<file path="config.mk">
export PLATFORM = sky130hd
export DESIGN_NAME = edge_irq_ctrl
export DESIGN_NICKNAME = d
export VERILOG_FILES = /design/src/rtl/eic_pkg.sv /design/src/rtl/eic_sync.sv /design/src/rtl/eic_chan.sv /design/src/rtl/eic_pulse.sv /design/src/rtl/eic_regs.sv /design/src/rtl/edge_irq_ctrl.sv
export SDC_FILE = /design/constraint.sdc
export NUM_CORES = 1
export LEC_CHECK = 0
export BUFFER_PORTS_ARGS = -buffer_cell sky130_fd_sc_hd__buf_4
export CAP_MARGIN = 20
export CORE_MARGIN = 2
export CORE_UTILIZATION = 60
export DETAILED_ROUTE_END_ITERATION = 8
export PLACE_DENSITY = 0.82
export SLEW_MARGIN = 20
export SYNTH_ARGS = -nofsm -noshare
export SYNTH_HDL_FRONTEND = slang
export SYNTH_SLANG_ARGS = --single-unit
</file>
<file path="constraint.sdc">
create_clock -name clk -period 3.5 [get_ports clk]
set_input_delay 0 -clock clk [delete_from_list [all_inputs] [get_ports clk]]
set_output_delay 0 -clock clk [all_outputs]
set_load 0.01 [all_outputs]
</file>
<file path="src/rtl/eic_pkg.sv">
// Shared constants for the edge-programmable interrupt capture unit.
// Assumes a 4-bit register offset; offsets 0..NUM_CH-1 are channel clears.
package eic_pkg;

    localparam int unsigned ADDR_W = 4;

    typedef enum logic [ADDR_W-1:0] {
        OFS_RISE_EN   = 4'h8,
        OFS_FALL_EN   = 4'h9,
        OFS_PENDING   = 4'hA,
        OFS_RISE_FLAG = 4'hB,
        OFS_FALL_FLAG = 4'hC,
        OFS_LEVEL     = 4'hD
    } reg_ofs_e;

endpackage

</file>
<file path="src/rtl/eic_sync.sv">
// Two-flop synchronizer plus a registered previous sample per line.
// Produces one-cycle rise/fall indications on the synchronized level.
// Assumes inputs may be asynchronous to clk.
module eic_sync #(
    parameter int unsigned WIDTH = 8
) (
    input  logic             clk,
    input  logic             rst_n,
    input  logic [WIDTH-1:0] raw_in,
    output logic [WIDTH-1:0] level,
    output logic [WIDTH-1:0] rise,
    output logic [WIDTH-1:0] fall
);
    logic [WIDTH-1:0] stage1;
    logic [WIDTH-1:0] stage2;
    logic [WIDTH-1:0] prev;

    // Synchronizer chain and previous-sample register.
    always_ff @(posedge clk) begin
        if (!rst_n) begin
            stage1 <= '0;
            stage2 <= '0;
            prev   <= '0;
        end else begin
            stage1 <= raw_in;
            stage2 <= stage1;
            prev   <= stage2;
        end
    end

    // Edge indications against the previous sample.
    always_comb begin
        level = stage2;
        rise  = stage2 & ~prev;
        fall  = ~stage2 & prev;
    end

    // A rise indication cannot last two cycles in a row on the same line.
    assert_rise_single_R2: assert property (@(posedge clk) disable iff (!rst_n)
        (rise != '0) |=> ((rise & $past(rise)) == '0));
endmodule

</file>
<file path="src/rtl/eic_chan.sv">
// One channel's pair of sticky event flags. A qualified edge sets its flag;
// a clear drops both flags unless a qualified edge arrives in the same cycle.
module eic_chan (
    input  logic clk,
    input  logic rst_n,
    input  logic rise,
    input  logic fall,
    input  logic en_rise,
    input  logic en_fall,
    input  logic clr,
    output logic flag_rise,
    output logic flag_fall
);
    logic hit_rise;
    logic hit_fall;

    // Qualify detected edges with their enables.
    always_comb begin
        hit_rise = rise & en_rise;
        hit_fall = fall & en_fall;
    end

    // Sticky flags: set wins over clear.
    always_ff @(posedge clk) begin
        if (!rst_n) begin
            flag_rise <= 1'b0;
            flag_fall <= 1'b0;
        end else begin
            flag_rise <= hit_rise | (flag_rise & ~clr);
            flag_fall <= hit_fall | (flag_fall & ~clr);
        end
    end

    assert_hold_R5: assert property (@(posedge clk) disable iff (!rst_n)
        (flag_rise && !clr) |=> flag_rise);
    assert_disabled_rise_R4: assert property (@(posedge clk) disable iff (!rst_n)
        (!en_rise && !flag_rise) |=> !flag_rise);
    assert_disabled_fall_R4: assert property (@(posedge clk) disable iff (!rst_n)
        (!en_fall && !flag_fall) |=> !flag_fall);
    assert_clear_R6: assert property (@(posedge clk) disable iff (!rst_n)
        (clr && !rise && !fall) |=> (!flag_rise && !flag_fall));
    assert_set_wins_R9: assert property (@(posedge clk) disable iff (!rst_n)
        (clr && rise && en_rise) |=> flag_rise);
endmodule

</file>
<file path="src/rtl/eic_pulse.sv">
// Forced-low window timer. A start loads PULSE_CYC; the window is active
// while the count is non-zero. A start during the window reloads the count.
module eic_pulse #(
    parameter int unsigned PULSE_CYC = 20
) (
    input  logic clk,
    input  logic rst_n,
    input  logic start,
    output logic active
);
    localparam int unsigned CW = $clog2(PULSE_CYC + 1);

    logic [CW-1:0] count;

    // Load on start, otherwise count down to zero.
    always_ff @(posedge clk) begin
        if (!rst_n)
            count <= '0;
        else if (start)
            count <= CW'(PULSE_CYC);
        else if (count != '0)
            count <= count - 1'b1;
    end

    // Window flag.
    always_comb active = (count != '0);

    assert_reload_R8: assert property (@(posedge clk) disable iff (!rst_n)
        start |=> active);
endmodule

</file>
<file path="src/rtl/eic_regs.sv">
// Register port: enable bytes, read mux, clear-on-read decode and the
// window start strobe. Read data is registered and zero when idle.
module eic_regs
    import eic_pkg::*;
#(
    parameter int unsigned NUM_CH = 8
) (
    input  logic              clk,
    input  logic              rst_n,
    input  logic [ADDR_W-1:0] addr,
    input  logic              rd,
    input  logic              wr,
    input  logic [NUM_CH-1:0] wdata,
    input  logic [NUM_CH-1:0] flags_rise,
    input  logic [NUM_CH-1:0] flags_fall,
    input  logic [NUM_CH-1:0] level,
    input  logic              pending,
    output logic [NUM_CH-1:0] en_rise,
    output logic [NUM_CH-1:0] en_fall,
    output logic [NUM_CH-1:0] clr,
    output logic              pulse_start,
    output logic [NUM_CH-1:0] rdata
);
    logic [NUM_CH-1:0] rd_val;

    // Enable byte storage.
    always_ff @(posedge clk) begin
        if (!rst_n) begin
            en_rise <= '0;
            en_fall <= '0;
        end else if (wr) begin
            if (addr == OFS_RISE_EN) en_rise <= wdata;
            if (addr == OFS_FALL_EN) en_fall <= wdata;
        end
    end

    // Per-channel clear strobes decoded from reads of low offsets.
    for (genvar n = 0; n < NUM_CH; n++) begin : g_clr
        always_comb clr[n] = rd && (addr == ADDR_W'(n));
    end

    // Window start on a write to the pending offset.
    always_comb pulse_start = wr && (addr == OFS_PENDING);

    // Read value selection.
    always_comb begin
        case (addr)
            OFS_RISE_EN:   rd_val = en_rise;
            OFS_FALL_EN:   rd_val = en_fall;
            OFS_PENDING:   rd_val = {{(NUM_CH-1){1'b0}}, pending};
            OFS_RISE_FLAG: rd_val = flags_rise;
            OFS_FALL_FLAG: rd_val = flags_fall;
            OFS_LEVEL:     rd_val = level;
            default:       rd_val = '0;
        endcase
    end

    // Registered read data.
    always_ff @(posedge clk) begin
        if (!rst_n)
            rdata <= '0;
        else
            rdata <= rd ? rd_val : '0;
    end

    assert_enable_store_R10: assert property (@(posedge clk) disable iff (!rst_n)
        (wr && addr == OFS_RISE_EN) |=> (en_rise == $past(wdata)));
    assert_clear_onehot_R6: assert property (@(posedge clk) disable iff (!rst_n)
        $onehot0(clr));
endmodule

</file>
<file path="src/rtl/edge_irq_ctrl.sv">
// Top of the edge-programmable interrupt capture unit. Synchronizes the
// inputs, keeps two sticky flags per channel, ORs them into one interrupt
// and masks that interrupt during a software-started forced-low window.
module edge_irq_ctrl
    import eic_pkg::*;
#(
    parameter int unsigned NUM_CH    = 8,
    parameter int unsigned PULSE_CYC = 20
) (
    input  logic              clk,
    input  logic              rst_n,
    input  logic [NUM_CH-1:0] sig_in,
    input  logic [ADDR_W-1:0] bus_addr,
    input  logic              bus_rd,
    input  logic              bus_wr,
    input  logic [NUM_CH-1:0] bus_wdata,
    output logic [NUM_CH-1:0] bus_rdata,
    output logic              irq_out
);
    logic [NUM_CH-1:0] level, rise, fall;
    logic [NUM_CH-1:0] en_rise, en_fall, clr;
    logic [NUM_CH-1:0] flags_rise, flags_fall;
    logic              pending, pulse_start, force_low;

    eic_sync #(.WIDTH(NUM_CH)) u_sync (
        .clk(clk), .rst_n(rst_n), .raw_in(sig_in),
        .level(level), .rise(rise), .fall(fall)
    );

    for (genvar n = 0; n < NUM_CH; n++) begin : g_chan
        eic_chan u_chan (
            .clk(clk), .rst_n(rst_n),
            .rise(rise[n]), .fall(fall[n]),
            .en_rise(en_rise[n]), .en_fall(en_fall[n]),
            .clr(clr[n]),
            .flag_rise(flags_rise[n]), .flag_fall(flags_fall[n])
        );
    end

    eic_regs #(.NUM_CH(NUM_CH)) u_regs (
        .clk(clk), .rst_n(rst_n),
        .addr(bus_addr), .rd(bus_rd), .wr(bus_wr), .wdata(bus_wdata),
        .flags_rise(flags_rise), .flags_fall(flags_fall),
        .level(level), .pending(pending),
        .en_rise(en_rise), .en_fall(en_fall), .clr(clr),
        .pulse_start(pulse_start), .rdata(bus_rdata)
    );

    eic_pulse #(.PULSE_CYC(PULSE_CYC)) u_pulse (
        .clk(clk), .rst_n(rst_n), .start(pulse_start), .active(force_low)
    );

    // Combined request, masked during the forced-low window.
    always_comb begin
        pending = |{flags_rise, flags_fall};
        irq_out = pending & ~force_low;
    end

    assert_idle_low_R7: assert property (@(posedge clk) disable iff (!rst_n)
        (flags_rise == '0 && flags_fall == '0) |-> !irq_out);
    assert_window_low_R8: assert property (@(posedge clk) disable iff (!rst_n)
        pulse_start |=> !irq_out);
endmodule

</file>
Word level (Yosys, flattened, before mapping)
Cells that the tools add are included.
{"block": "totals", "input_bits": 24, "word_cells": 121, "n_memories": 0, "mem_bits_rw": 0, "output_inout_bits": 9, "latch_bits": 0, "romBits": 0, "regBits": 69}
{"block": "classes", "shift": 0, "n_reduce_logical": 17, "n_bitwise": 63, "n_eq_ne": 13, "mux": 3, "multipliers": 0, "div": 0, "n_lt_le_gt_ge": 0, "n_addsub": 1}
{"op": "8-bit one-hot mux with 6 select lines", "count": 1}
{"op": "1-bit bitwise AND", "count": 33}
{"op": "4-bit equality test, second input constant", "count": 6}
{"op": "8-bit bitwise AND", "count": 2}
{"op": "4-bit by 3-bit equality test with 1-bit output, second input constant", "count": 4}
{"op": "8-bit inverter", "count": 2}
{"op": "1-bit OR", "count": 16}
{"op": "16-bit OR reduction", "count": 1}
{"op": "5-bit two-way mux", "count": 2}
{"op": "1-bit inverter", "count": 10}
{"op": "1-bit logical AND", "count": 9}
{"op": "4-bit by 2-bit equality test with 1-bit output, second input constant", "count": 2}
{"op": "2-bit AND reduction", "count": 3}
{"op": "5-bit nonzero test", "count": 1}
{"op": "5-bit by 1-bit subtractor with 5-bit output, second input constant", "count": 1}
{"op": "4-bit by 1-bit equality test with 1-bit output, second input constant", "count": 1}
{"op": "4-bit logical NOT", "count": 1}
{"op": "2-bit nonzero test", "count": 1}
{"op": "2-bit OR reduction", "count": 1}

Longest topological paths before layout
Gate-level depths: netlist of the first run.
{"block": "depth", "ltp_word": 5, "ltp_mapped": 6}

Hierarchy
Synthesis of the first run repeated with hierarchy kept, for this count alone.
{"block": "unflattened", "hier_cells": 316, "hier_area_um2": 3066.7}
{"module": "eic_regs", "seq_area_each_um2": 480.5, "instances": 1, "cells_per_inst": 155, "area_per_inst_um2": 1352.5}
{"module": "eic_sync", "seq_area_each_um2": 480.5, "instances": 1, "cells_per_inst": 66, "area_per_inst_um2": 764.5}
{"module": "eic_chan", "seq_area_each_um2": 40.0, "instances": 8, "cells_per_inst": 8, "area_per_inst_um2": 82.6}
{"module": "eic_pulse", "seq_area_each_um2": 100.1, "instances": 1, "cells_per_inst": 25, "area_per_inst_um2": 242.7}
{"module": "edge_irq_ctrl", "seq_area_each_um2": 0.0, "instances": 1, "cells_per_inst": 6, "area_per_inst_um2": 46.3}

Least setup slack after synthesis of the first run
No wires, ideal clock.
{"block": "synth_path", "kind": "flip-flop to flip-flop", "start": "register u_pulse.count[0]", "end": "register u_pulse.count[2]", "n_path_buf": 0, "arrival_ns": 1.316, "stages_incl_launch_ff": 7, "path_slack_ns": 2.070, "path_cell_list": "dfxtp_1 -> inv_1 -> ha_1 -> or3b_1 -> nor2_2 -> nor3b_1 -> o21a_1"}
{"block": "synth_between", "elab_chain_cells": 3, "elab_cells_between_ends": 5, "classes_between": "add/sub: 1; mux: 2; reduce/logical: 2"}
{"element": "from (decl)", "line": "eic_pulse.sv:13", "source": "logic [CW-1:0] count;"}
{"element": "from (signal assigned)", "line": "eic_pulse.sv:20", "source": "count <= CW'(PULSE_CYC);"}
{"element": "from (signal assigned)", "line": "eic_pulse.sv:22", "source": "count <= count - 1'b1;"}
{"element": "5-bit by 1-bit subtractor with 5-bit output", "line": "eic_pulse.sv:22"}
{"element": "5-bit two-way mux", "line": "eic_pulse.sv:21", "source": "else if (count != '0)"}
{"element": "5-bit two-way mux", "line": "eic_pulse.sv:19", "source": "else if (start)"}
Several ways; a longest one is shown, not always the timed one. The select of a mux whose other input is x is not followed.
A chain may end at the register's enable or synchronous reset.

Worst setup path in the final report of the first run
{"block": "layout_path", "start": "register u_pulse.count[0]", "end": "output port irq_out"}
{"block": "layout_between", "elab_chain_cells": 3}
{"element": "5-bit nonzero test", "line": "eic_pulse.sv:26", "source": "always_comb active = (count != '0);"}
{"element": "1-bit inverter", "line": "edge_irq_ctrl.sv:56", "source": "irq_out = pending & ~force_low;"}
{"element": "1-bit bitwise AND", "line": "edge_irq_ctrl.sv:56"}
{"element": "to (decl)", "line": "edge_irq_ctrl.sv:18", "source": "output logic irq_out"}
Every way passes these cells.

==> results_dict.tcl, run 1 <==
set metrics [dict create \
    n_fill_cell 312 \
    synthDistinctLibCells 36 \
    p_leak_nw 1.22 \
    worstSetupPathType "register to output port" \
    vias 2277 \
    max_cap_viol_count 0 \
    clock_latency_ps 340 \
    fin_crit_ps 1800 \
    cts_max_level 3 \
    first_pass_iters 6 \
    ys_seq_elements 69 \
    crit_path_end_kind "output port" \
    cts_tree "built" \
    skew_ps 11.6 \
    cts-root-buf "clkbuf_8" \
    synthTopCellsByCount "dfxtp_1 (69), nand2_1 (39), and2_1 (25), nor2b_1 (19), nand3_1 (18)" \
    fin_nets 358 \
    cp-start-kind "register" \
    grt_pass1_wl_um 10300 \
    die_w_um 71.1 \
    wirelength_um 6090 \
    post_cts.repair.setup_buffers 0 \
    yosys.area.top_type "dfxtp_1" \
    critical_path_required_ps 3500 \
    hold_depth 3 \
    crit_fanout 6 \
    cts.sinks 69 \
    ant_nets 0 \
    grt_start_max_net_pins 61 \
    synth-adder-area-share_pct 0.463 \
    place_inst 358 \
    synth_top_family_by_area "simple AND/OR/NAND/NOR gates" \
    dp_hpwl_um 3950 \
    arrival_ps 1800 \
    async_flop_share_pct 0 \
    powerDensity_nw_per_um2 509 \
    path_cells "inv_1, ha_1, or3b_1, nor2_2, and2_1, buf_4" \
    drt_iter0_drc 180 \
    num_rows 24 \
    synth_edf_count 0 \
    dp_worst_setup_slack_ps 1760 \
    syn_nets 316 \
    synthSimpleGateAreaFrac_pct 26.2 \
    clock.fmax_mhz 556 \
    start_util_pct 62.0 \
    core_um2 4350 \
    reg2regPathDepth 6 \
    peakVddDrop_uv 395 \
    port_buffers 32 \
    setup_ws_ps 1700 \
    ys_warn_count 0 \
    cts-resized-gates 0 \
    fp.dieH_um 71.1 \
    setup_viol 0 \
    clk_pin_slew_ps 80 \
    grt_pass1_vias 2222 \
    slew_viol_final 0 \
    status "completed" \
    synth_most_common_cell "dfxtp_1" \
    grt-ovfl-total 0 \
    path_buf_inv 2 \
    synth_xor_area_share_pct 0.648 \
    synth_area_leaders "dfxtp_1 (51%), and2_1 (5.8%), nand2_1 (5.4%)" \
    vias_per_cell 5.84 \
    fin_cells 390 \
    diodes 0 \
    place_area_um2 2910 \
    synthCells 291 \
    wl_per_cell_um 15.6 \
    power_mw 1.66 \
    pin_count 33 \
    yosysTopAreaCellShare_pct 51.1 \
    critPathMaxStageDelay_ps 380 \
    drive_gt1_share_pct 14.8 \
    cts_buffer_depth 2 \
    die_area_um2 5060 \
    yosys_most_used_dff "dfxtp_1" \
    fin_tns_setup_ps 0 \
    tightest_slew_ps 881 \
    syn_area_per_cell_um2 9.28 \
    post-route-period-util_pct 51.4 \
    regArea_um2 1380 \
    final_area_um2 3270 \
    gp_congestion 0.881 \
    numCtsBuffers 9 \
    gr-usage-all-layers_pct 26.4 \
    synth_compound_area_share_pct 16.3 \
    seq_area_frac_synth_pct 51.1 \
    multi_input_area_um2 1180 \
    area_delta_synth_final_pct 20.9 \
    antenna_found_initial 0 \
    rsz0062_at_grt "no" \
    muxShareOfSynthArea_pct 0 \
    cpLargestDelayFamily "simple AND/OR/NAND/NOR gates" \
    maxSlewHeadroom_pct 41.0 \
    drc_errors 0 \
    syn_area_um2 2700 \
    crit_cells 6 \
    hold_violations 0 \
    hp-class "input pin to register" \
    cp_slowest_cell "or3b_1" \
]
## metrics by stage
stage,hold slack [ps],utilization [%]
after floorplan,127,-
after global placement,207,66.8
after detailed placement,213,66.8
after CTS,18.3,75.0
after global routing,53.9,75.0
final,26.4,75.0
## timing repair
item	in CTS	in global routing
setup endpoints to repair	0	0
hold endpoints to repair	24	0
hold buffers	16	0
## worst paths after layout
kind	from	slack, ps	end
worst max-delay path	u_pulse.count[0]	1700	irq_out
worst min-delay path	bus_wr	30	u_regs.en_rise[6]
worst max register to register	u_pulse.count[0]	1960	u_pulse.count[2]
worst min register to register	u_sync.stage1[7]	430	u_sync.level[7]
## power breakdown
group | switching (mW) | internal [mW] | leakage (nW)
Clock | 0.297 | 0.347 | 0.102
Combinational | 0.0893 | 0.0947 | 0.552
Sequential | 0.0183 | 0.816 | 0.561
## cells in the final DEF (no fill, tap or decap), drive strengths merged, types with 2 or more instances in the layout
master / count
a32oi: 8
nand3: 18
clkbuf: 10
nor3: 2
a31oi: 3
nand4: 2
a21boi: 17
nor4: 4
dfxtp: 69
a22oi: 10
a222oi: 5
nor2: 11
nor2b: 19
buf: 32
xnor2: 2
nand2: 39
and4b: 2
a21oi: 14
inv: 12
and2: 25
dlygate4sd3: 16
nor3b: 2
clkinv: 3
## worst reg2reg max path, delay by kind of cell, from the launching register on
family                   cells  cell delay, ps
AND/OR/NAND/NOR              3             680
AO/OA/AOI/OAI                1             180
adder cells (fa/ha/maj)      1             170
buffers and inverters        1              90
flip-flops                   1             310
## layout make-up
cell class / count / area share (%)
timing repair buffer: 48 / 12.3
clock buffer: 10 / 4.21
multi-input combinational: 194 / 36.1
sequential: 69 / 42.3
inverter: 11 / 1.26
clock inverter: 6 / 1.88
tap: 52 / 1.99
## cells by family after synthesis
kind of cell,Yosys count
adder cells (fa/ha/maj),1
AO/OA/AOI/OAI,61
AND/OR/NAND/NOR,130
buffers and inverters,28
flip-flops,69
XOR/XNOR,2
## state kept, by name (all words and copies together) (netlist names)
name and flops:
g_chan.u_chan.flag_rise 8, u_sync.level 8, u_sync.stage1 8, g_chan.u_chan.flag_fall 8, u_pulse.count 5, u_regs.en_rise 8
u_regs.en_fall 8, u_regs.rdata 8, u_sync.prev 8
## layer usage
metal | track usage (%) | part of all wire, %
met5 | 0 | 0
met4 | 13.2 | 3.4
met3 | 9.26 | 7.7
met2 | 39.7 | 46
met1 | 33.7 | 43
Note: power is estimated with default switching activity, not from simulation.
==> run 2: changes to the inputs <==
--- a/config.mk
+++ b/config.mk
@@ -8,9 +8,9 @@
 export BUFFER_PORTS_ARGS = -buffer_cell sky130_fd_sc_hd__buf_4
 export CAP_MARGIN = 20
 export CORE_MARGIN = 2
-export CORE_UTILIZATION = 60
+export CORE_UTILIZATION = 51
 export DETAILED_ROUTE_END_ITERATION = 8
-export PLACE_DENSITY = 0.82
+export PLACE_DENSITY = 0.74
 export SLEW_MARGIN = 20
 export SYNTH_ARGS = -nofsm -noshare
 export SYNTH_HDL_FRONTEND = slang
==> constraint.sdc (replaced) <==
create_clock -name clk -period 1.65 [get_ports clk]
set_input_delay 0 -clock clk [delete_from_list [all_inputs] [get_ports clk]]
set_output_delay 0 -clock clk [all_outputs]
set_load 0.01 [all_outputs]
==> run 2 against run 1 <==
Effect of this change: non-clock buffer count grew 10; core utilization down 9.1 points; total power grew 110%; critical path depth stayed put; largest cell class unchanged.
==> results_dict.tcl, run 2 (synthesis gave the netlist of run 1 again) <==
set metrics [dict create \
    cts_tree "built" \
    num_rows 26 \
    die_area_um2 5900 \
    wirelength_um 6010 \
    skew_ps 7.59 \
    grt_pass1_vias 2084 \
    arrival_ps 1590 \
    port_buffers 32 \
    slew_viol_final 0 \
    vias 2253 \
    worstSetupPathType "register to output port" \
    max_cap_viol_count 0 \
    r2r-start "u_pulse.count[1]" \
    cp-startpoint "u_pulse.count[1]" \
    fin_crit_ps 1590 \
    setup_viol 0 \
    tightest_slew_ps 453 \
    die_w_um 76.8 \
    cts_max_level 3 \
    pin_count 33 \
    clockPowerShare_pct 35.3 \
    diodes 0 \
    grt_start_max_net_pins 36 \
    ant_nets 0 \
    fin_tns_setup_ps 0 \
    vias_per_cell 5.40 \
    hold_depth 2 \
    reg2reg_to "u_pulse.count[2]" \
    crit_fanout 2 \
    wl_per_cell_um 14.4 \
    cts.sinks 69 \
    post-route-period-util_pct 96.3 \
    antenna_found_initial 0 \
    first_pass_iters 5 \
    worstHoldStart "rst_n" \
    crit_path_end_kind "output port" \
    whs_ps 28.5 \
    grt_pass1_wl_um 9950 \
    cts-root-buf "clkbuf_8" \
    fp.dieH_um 76.8 \
    area_delta_synth_final_pct 24.6 \
    hold_violations 0 \
    rsz0062_at_grt "no" \
    drc_errors 0 \
    p_leak_nw 1.25 \
    reg2regPathDepth 7 \
    status "completed" \
    power_mw 3.57 \
    final_cell_mix "dfxtp_1 (68), buf_4 (42), nand2_1 (39), and2_1 (25), nor2b_1 (19)" \
    critical_path_required_ps 1650 \
    grt-ovfl-total 0 \
    fin_nets 368 \
    clock_latency_ps 340 \
    gp_congestion 0.821 \
    holdPathEnd "u_regs.en_fall[4]" \
    clock.fmax_mhz 629 \
    switching_share_pct 23.5 \
    combPwrFrac_pct 14.9 \
    gr-usage-all-layers_pct 21.7 \
    maxSlewHeadroom_pct 69.8 \
    numCtsBuffers 9 \
    final_common_cell "dfxtp_1" \
    drive_gt1_share_pct 17.6 \
    rrSetupSlack_ps 170 \
    pwr-share-seq_pct 49.8 \
    core_um2 5110 \
    hp-class "input pin to register" \
    dp_hpwl_um 3950 \
    clk_pin_slew_ps 70 \
    cts_buffer_depth 2 \
    p_int_mw 2.73 \
    drt_iter0_drc 235 \
    cp-start-kind "register" \
    start_util_pct 52.9 \
    p_sw_uw 840 \
    powerDensity_nw_per_um2 1060 \
    peakVddDrop_uv 826 \
]
-- run 2: routing by layer --
metal / wire length [um] / global-route usage (%)
met3: 353 / 5.88
met2: 2810 / 32.9
met1: 2740 / 28.3
met5: 0 / 0
met4: 117 / 11.3
-- run 2: how the worst max path moves through the flow --
stage	cells past startpoint	slack (ps)	endpoint
2_1_floorplan	6	220	u_pulse.count[2]
3_3_place_gp	6	150	u_pulse.count[2]
3_5_place_dp	6	80	u_pulse.count[2]
4_1_cts	6	0.2	irq_out
5_1_grt	6	4	irq_out
6_report	6	60	irq_out
-- run 2: layout make-up --
cell class | instances | area, um2
repair buffers | 58 | 475
well taps | 70 | 87.6
clock inverters | 2 | 35.0
multi-input cells | 194 | 1200
fillers | 429 | 1740
clock buffers | 13 | 139
inverters | 11 | 41.3
flip-flops and latches | 69 | 1380
-- run 2: power by group through the flow --
stage | clock network (mW) | registers, mW | logic [mW]
2_1_floorplan | 0 | 1.80 | 0.277
3_3_place_gp | 0 | 1.81 | 0.355
3_5_place_dp | 0 | 1.81 | 0.374
4_1_cts | 1.29 | 1.78 | 0.483
5_1_grt | 1.36 | 1.78 | 0.594
6_report | 1.26 | 1.78 | 0.533
-- run 2: critical path: stages (launching register included) --
cell and delay (ps):
dfxtp_1 320, inv_2 70, ha_4 130, or3b_4 390
nor2_4 110, and2_1 130, buf_4 110
-- run 2: timing repair --
action | CTS | global route
pin swaps | 2 | 0
endpoints found under the setup margin | 1 | 1
gates cloned | 0 | 0
buffers inserted | 2 | 2
endpoints found under the hold margin | 24 | 0
hold buffers | 16 | 0
gates resized for setup | 6 | 2
-- run 2: per-stage QoR --
stage                     cell area, um2  setup WS, ps  utilization (%)  cells
after floorplan                     2700           220                -    291
after global placement              2970           155             58.2    382
after detailed placement            2970          84.0             58.2    382
after CTS                           3330         0.225             65.3    415
after global routing                3370          3.95             65.9    417
final                               3370          61.3             65.9    417
==> run 3: changes to the inputs <==
--- a/config.mk
+++ b/config.mk
@@ -5,6 +5,7 @@
 export SDC_FILE = /design/constraint.sdc
 export NUM_CORES = 1
 export LEC_CHECK = 0
+export ABC_AREA = 1
 export BUFFER_PORTS_ARGS = -buffer_cell sky130_fd_sc_hd__buf_4
 export CAP_MARGIN = 20
 export CORE_MARGIN = 2
==> run 3 against run 2 <==
Effect of this change: routed wire length rose by 3.0%; first-iteration DRC count fell by 26%; non-clock buffer count shrank 6; sequential share of layout area down 0.36 points; final cell count rose by 22%; clock skew is 3.1 ps lower; core utilization decreased by 0.32 points; die area is 2.3% higher; cell area grew 0.78%; sequential power about the same; highest routed layer unchanged; largest power group unchanged.
==> results_dict.tcl, run 3 <==
set metrics [dict create \
    multi_input_area_um2 1140 \
    synth_area_leaders "dfxtp_1 (50%), nand2_1 (15%), a21oi_1 (6.9%)" \
    wirelength_um 6190 \
    wl_per_cell_um 12.2 \
    synthDistinctLibCells 20 \
    p_leak_nw 1.54 \
    reg2regPathDepth 8 \
    cp-start-kind "register" \
    rsz0062_at_grt "no" \
    setup_viol 0 \
    status "completed" \
    diodes 0 \
    max_cap_viol_count 0 \
    synth_top_family_by_area "simple AND/OR/NAND/NOR gates" \
    synth_most_common_cell "nand2_1" \
    cts-root-buf "clkbuf_8" \
    seq_area_frac_synth_pct 49.9 \
    arrival_ps 1530 \
    dp_hpwl_um 4380 \
    syn_area_per_cell_um2 7.25 \
    cts.sinks 69 \
    synthSimpleGateAreaFrac_pct 30.3 \
    clock_latency_ps 340 \
    regArea_um2 1380 \
    grt-ovfl-total 0 \
    core_um2 5170 \
    critical_path_required_ps 1650 \
    antenna_found_initial 0 \
    final_common_cell "nand2_1" \
    powerDensity_nw_per_um2 1030 \
    fin_cells 508 \
    muxShareOfSynthArea_pct 0 \
    critPathMaxStageDelay_ps 320 \
    critPathMostFrequentCell "inv_1" \
    async_flop_share_pct 0 \
    crit_path_end_kind "output port" \
    vias_per_cell 4.80 \
    pin_count 33 \
    grt_pass1_wl_um 10600 \
    synth_xor_area_share_pct 0.316 \
    final_cell_mix "nand2_1 (107), dfxtp_1 (69), inv_1 (46), nor2_1 (39), a21oi_1 (38)" \
    cts_max_level 3 \
    numCtsBuffers 9 \
    num_rows 26 \
    slew_viol_final 0 \
    die_w_um 77.7 \
    gp_congestion 0.925 \
    gr-usage-all-layers_pct 22.6 \
    synthCells 382 \
    path_cells "inv_1, ha_1, nand2_1, nor2_2, inv_1, a21oi_1, buf_4" \
    drc_errors 0 \
    crit_fanout 5 \
    ys_warn_count 0 \
    synth_edf_count 0 \
    hold_depth 3 \
    drt_iter0_drc 175 \
    fin_tns_setup_ps 0 \
    place_inst 475 \
    fp.dieH_um 77.7 \
    synthTopCellsByCount "nand2_1 (107), dfxtp_1 (69), inv_1 (46), nor2_1 (40), a21oi_1 (38)" \
    n_fill_cell 498 \
    port_buffers 32 \
    skew_ps 4.51 \
    cp_slowest_cell "dfxtp_1" \
    synth-adder-area-share_pct 0.452 \
    post-route-period-util_pct 92.5 \
    worstSetupPathType "register to output port" \
    syn_area_um2 2770 \
    hp-class "input pin to register" \
    synth_compound_area_share_pct 10.1 \
    vias 2436 \
    crit_cells 7 \
    ys_seq_elements 69 \
    peakVddDrop_uv 760 \
    syn_nets 407 \
    path_buf_inv 3 \
    cts_buffer_depth 2 \
    yosys.area.top_type "dfxtp_1" \
    clk_pin_slew_ps 70 \
    fin_nets 458 \
    die_area_um2 6030 \
    area_delta_synth_final_pct 22.6 \
    cpLargestDelayFamily "buffers and inverters" \
    first_pass_iters 4 \
    cts_tree "built" \
    grt_start_max_net_pins 30 \
    hold_violations 0 \
    maxSlewHeadroom_pct 76.2 \
    post_cts.repair.setup_buffers 0 \
    grt_pass1_vias 2388 \
    yosys_most_used_dff "dfxtp_1" \
    yosysTopAreaCellShare_pct 49.9 \
    fin_crit_ps 1530 \
    tightest_slew_ps 356 \
    clock.fmax_mhz 656 \
    ant_nets 0 \
    start_util_pct 53.5 \
    drive_gt1_share_pct 13.5 \
]
[run 3: changes by cell type after synthesis, moves of 5 or more]
cell,previous run,this run
nor2_1,10,40
a222oi_1,5,0
nand3_1,18,32
nor2b_1,19,0
and2_1,25,0
a32oi_1,8,0
a22oi_1,10,0
inv_1,11,46
a21boi_1,8,0
buf_4,5,0
a21oi_1,14,38
nand2_1,39,107
o21ai_0,1,17
a21boi_0,9,0
[run 3: path summary, 6_finish.rpt]
kind	from	end	slack [ps]
worst max-delay path	u_pulse.count[0]	irq_out	120
worst min-delay path	bus_wr	u_regs.en_rise[1]	20
worst max register to register	u_pulse.count[0]	u_pulse.count[1]	420
worst min register to register	u_sync.stage1[7]	u_sync.level[7]	410
[run 3: layout make-up]
type	count	area share, %
flip-flops and latches	69	40.7
repair buffers	52	12.8
clock buffers	15	4.91
well taps	70	2.58
multi-input cells	254	33.7
inverters	47	5.20
clock inverters	1	0.148
[run 3: repair_timing]
item	4_1_cts	5_1_grt
hold buffers	17	0
hold endpoints to repair	29	0
setup endpoints to repair	0	1
gates resized for setup	0	1
[run 3: cells by family (layout without fill, tap and decap cells)]
logic type / after synthesis / in the layout
and+or+nand+nor: 196 / 196
DFF: 69 / 69
buffers and inverters: 59 / 115
AOI/OAI and AO/OA: 56 / 56
adders and majority gates: 1 / 1
xor gates and xnor gates: 1 / 1
[run 3: power by group]
group | switching [mW] | internal [mW] | leakage, nW
clock network | 0.573 | 0.628 | 0.0877
registers | 0.0524 | 1.75 | 0.561
logic | 0.284 | 0.195 | 0.886
total | 0.910 | 2.57 | 1.54
[run 3: worst register-to-register path: stages, from the launching register on]
cell and delay [ps]:
dfxtp_1 320, inv_1 80, ha_1 180, nand2_1 90, nor2_2 140, inv_1 110, nand2_1 70, nand3_1 60
a21oi_1 120
[run 3: per-stage QoR]
step	hold WS, ps	setup WS (ps)	total power, mW	util, %	cell area, um2
floorplan	97.6	536	2.14	-	2770
global placement	180	461	2.25	58.9	3050
detailed placement	187	399	2.27	58.9	3050
CTS	5.81	83.5	3.51	65.5	3390
global route	31.3	1.14	3.66	65.6	3390
finish	24.2	124	3.48	65.6	3390
[run 3: metal layers]
| metal | global-route usage, % | share of wire [%] |
|---|---|---|
| met5 | 0 | 0 |
| met4 | 10.5 | 2.1 |
| met3 | 5.47 | 6.3 |
| met2 | 34.7 | 45 |
| met1 | 30.1 | 47 |
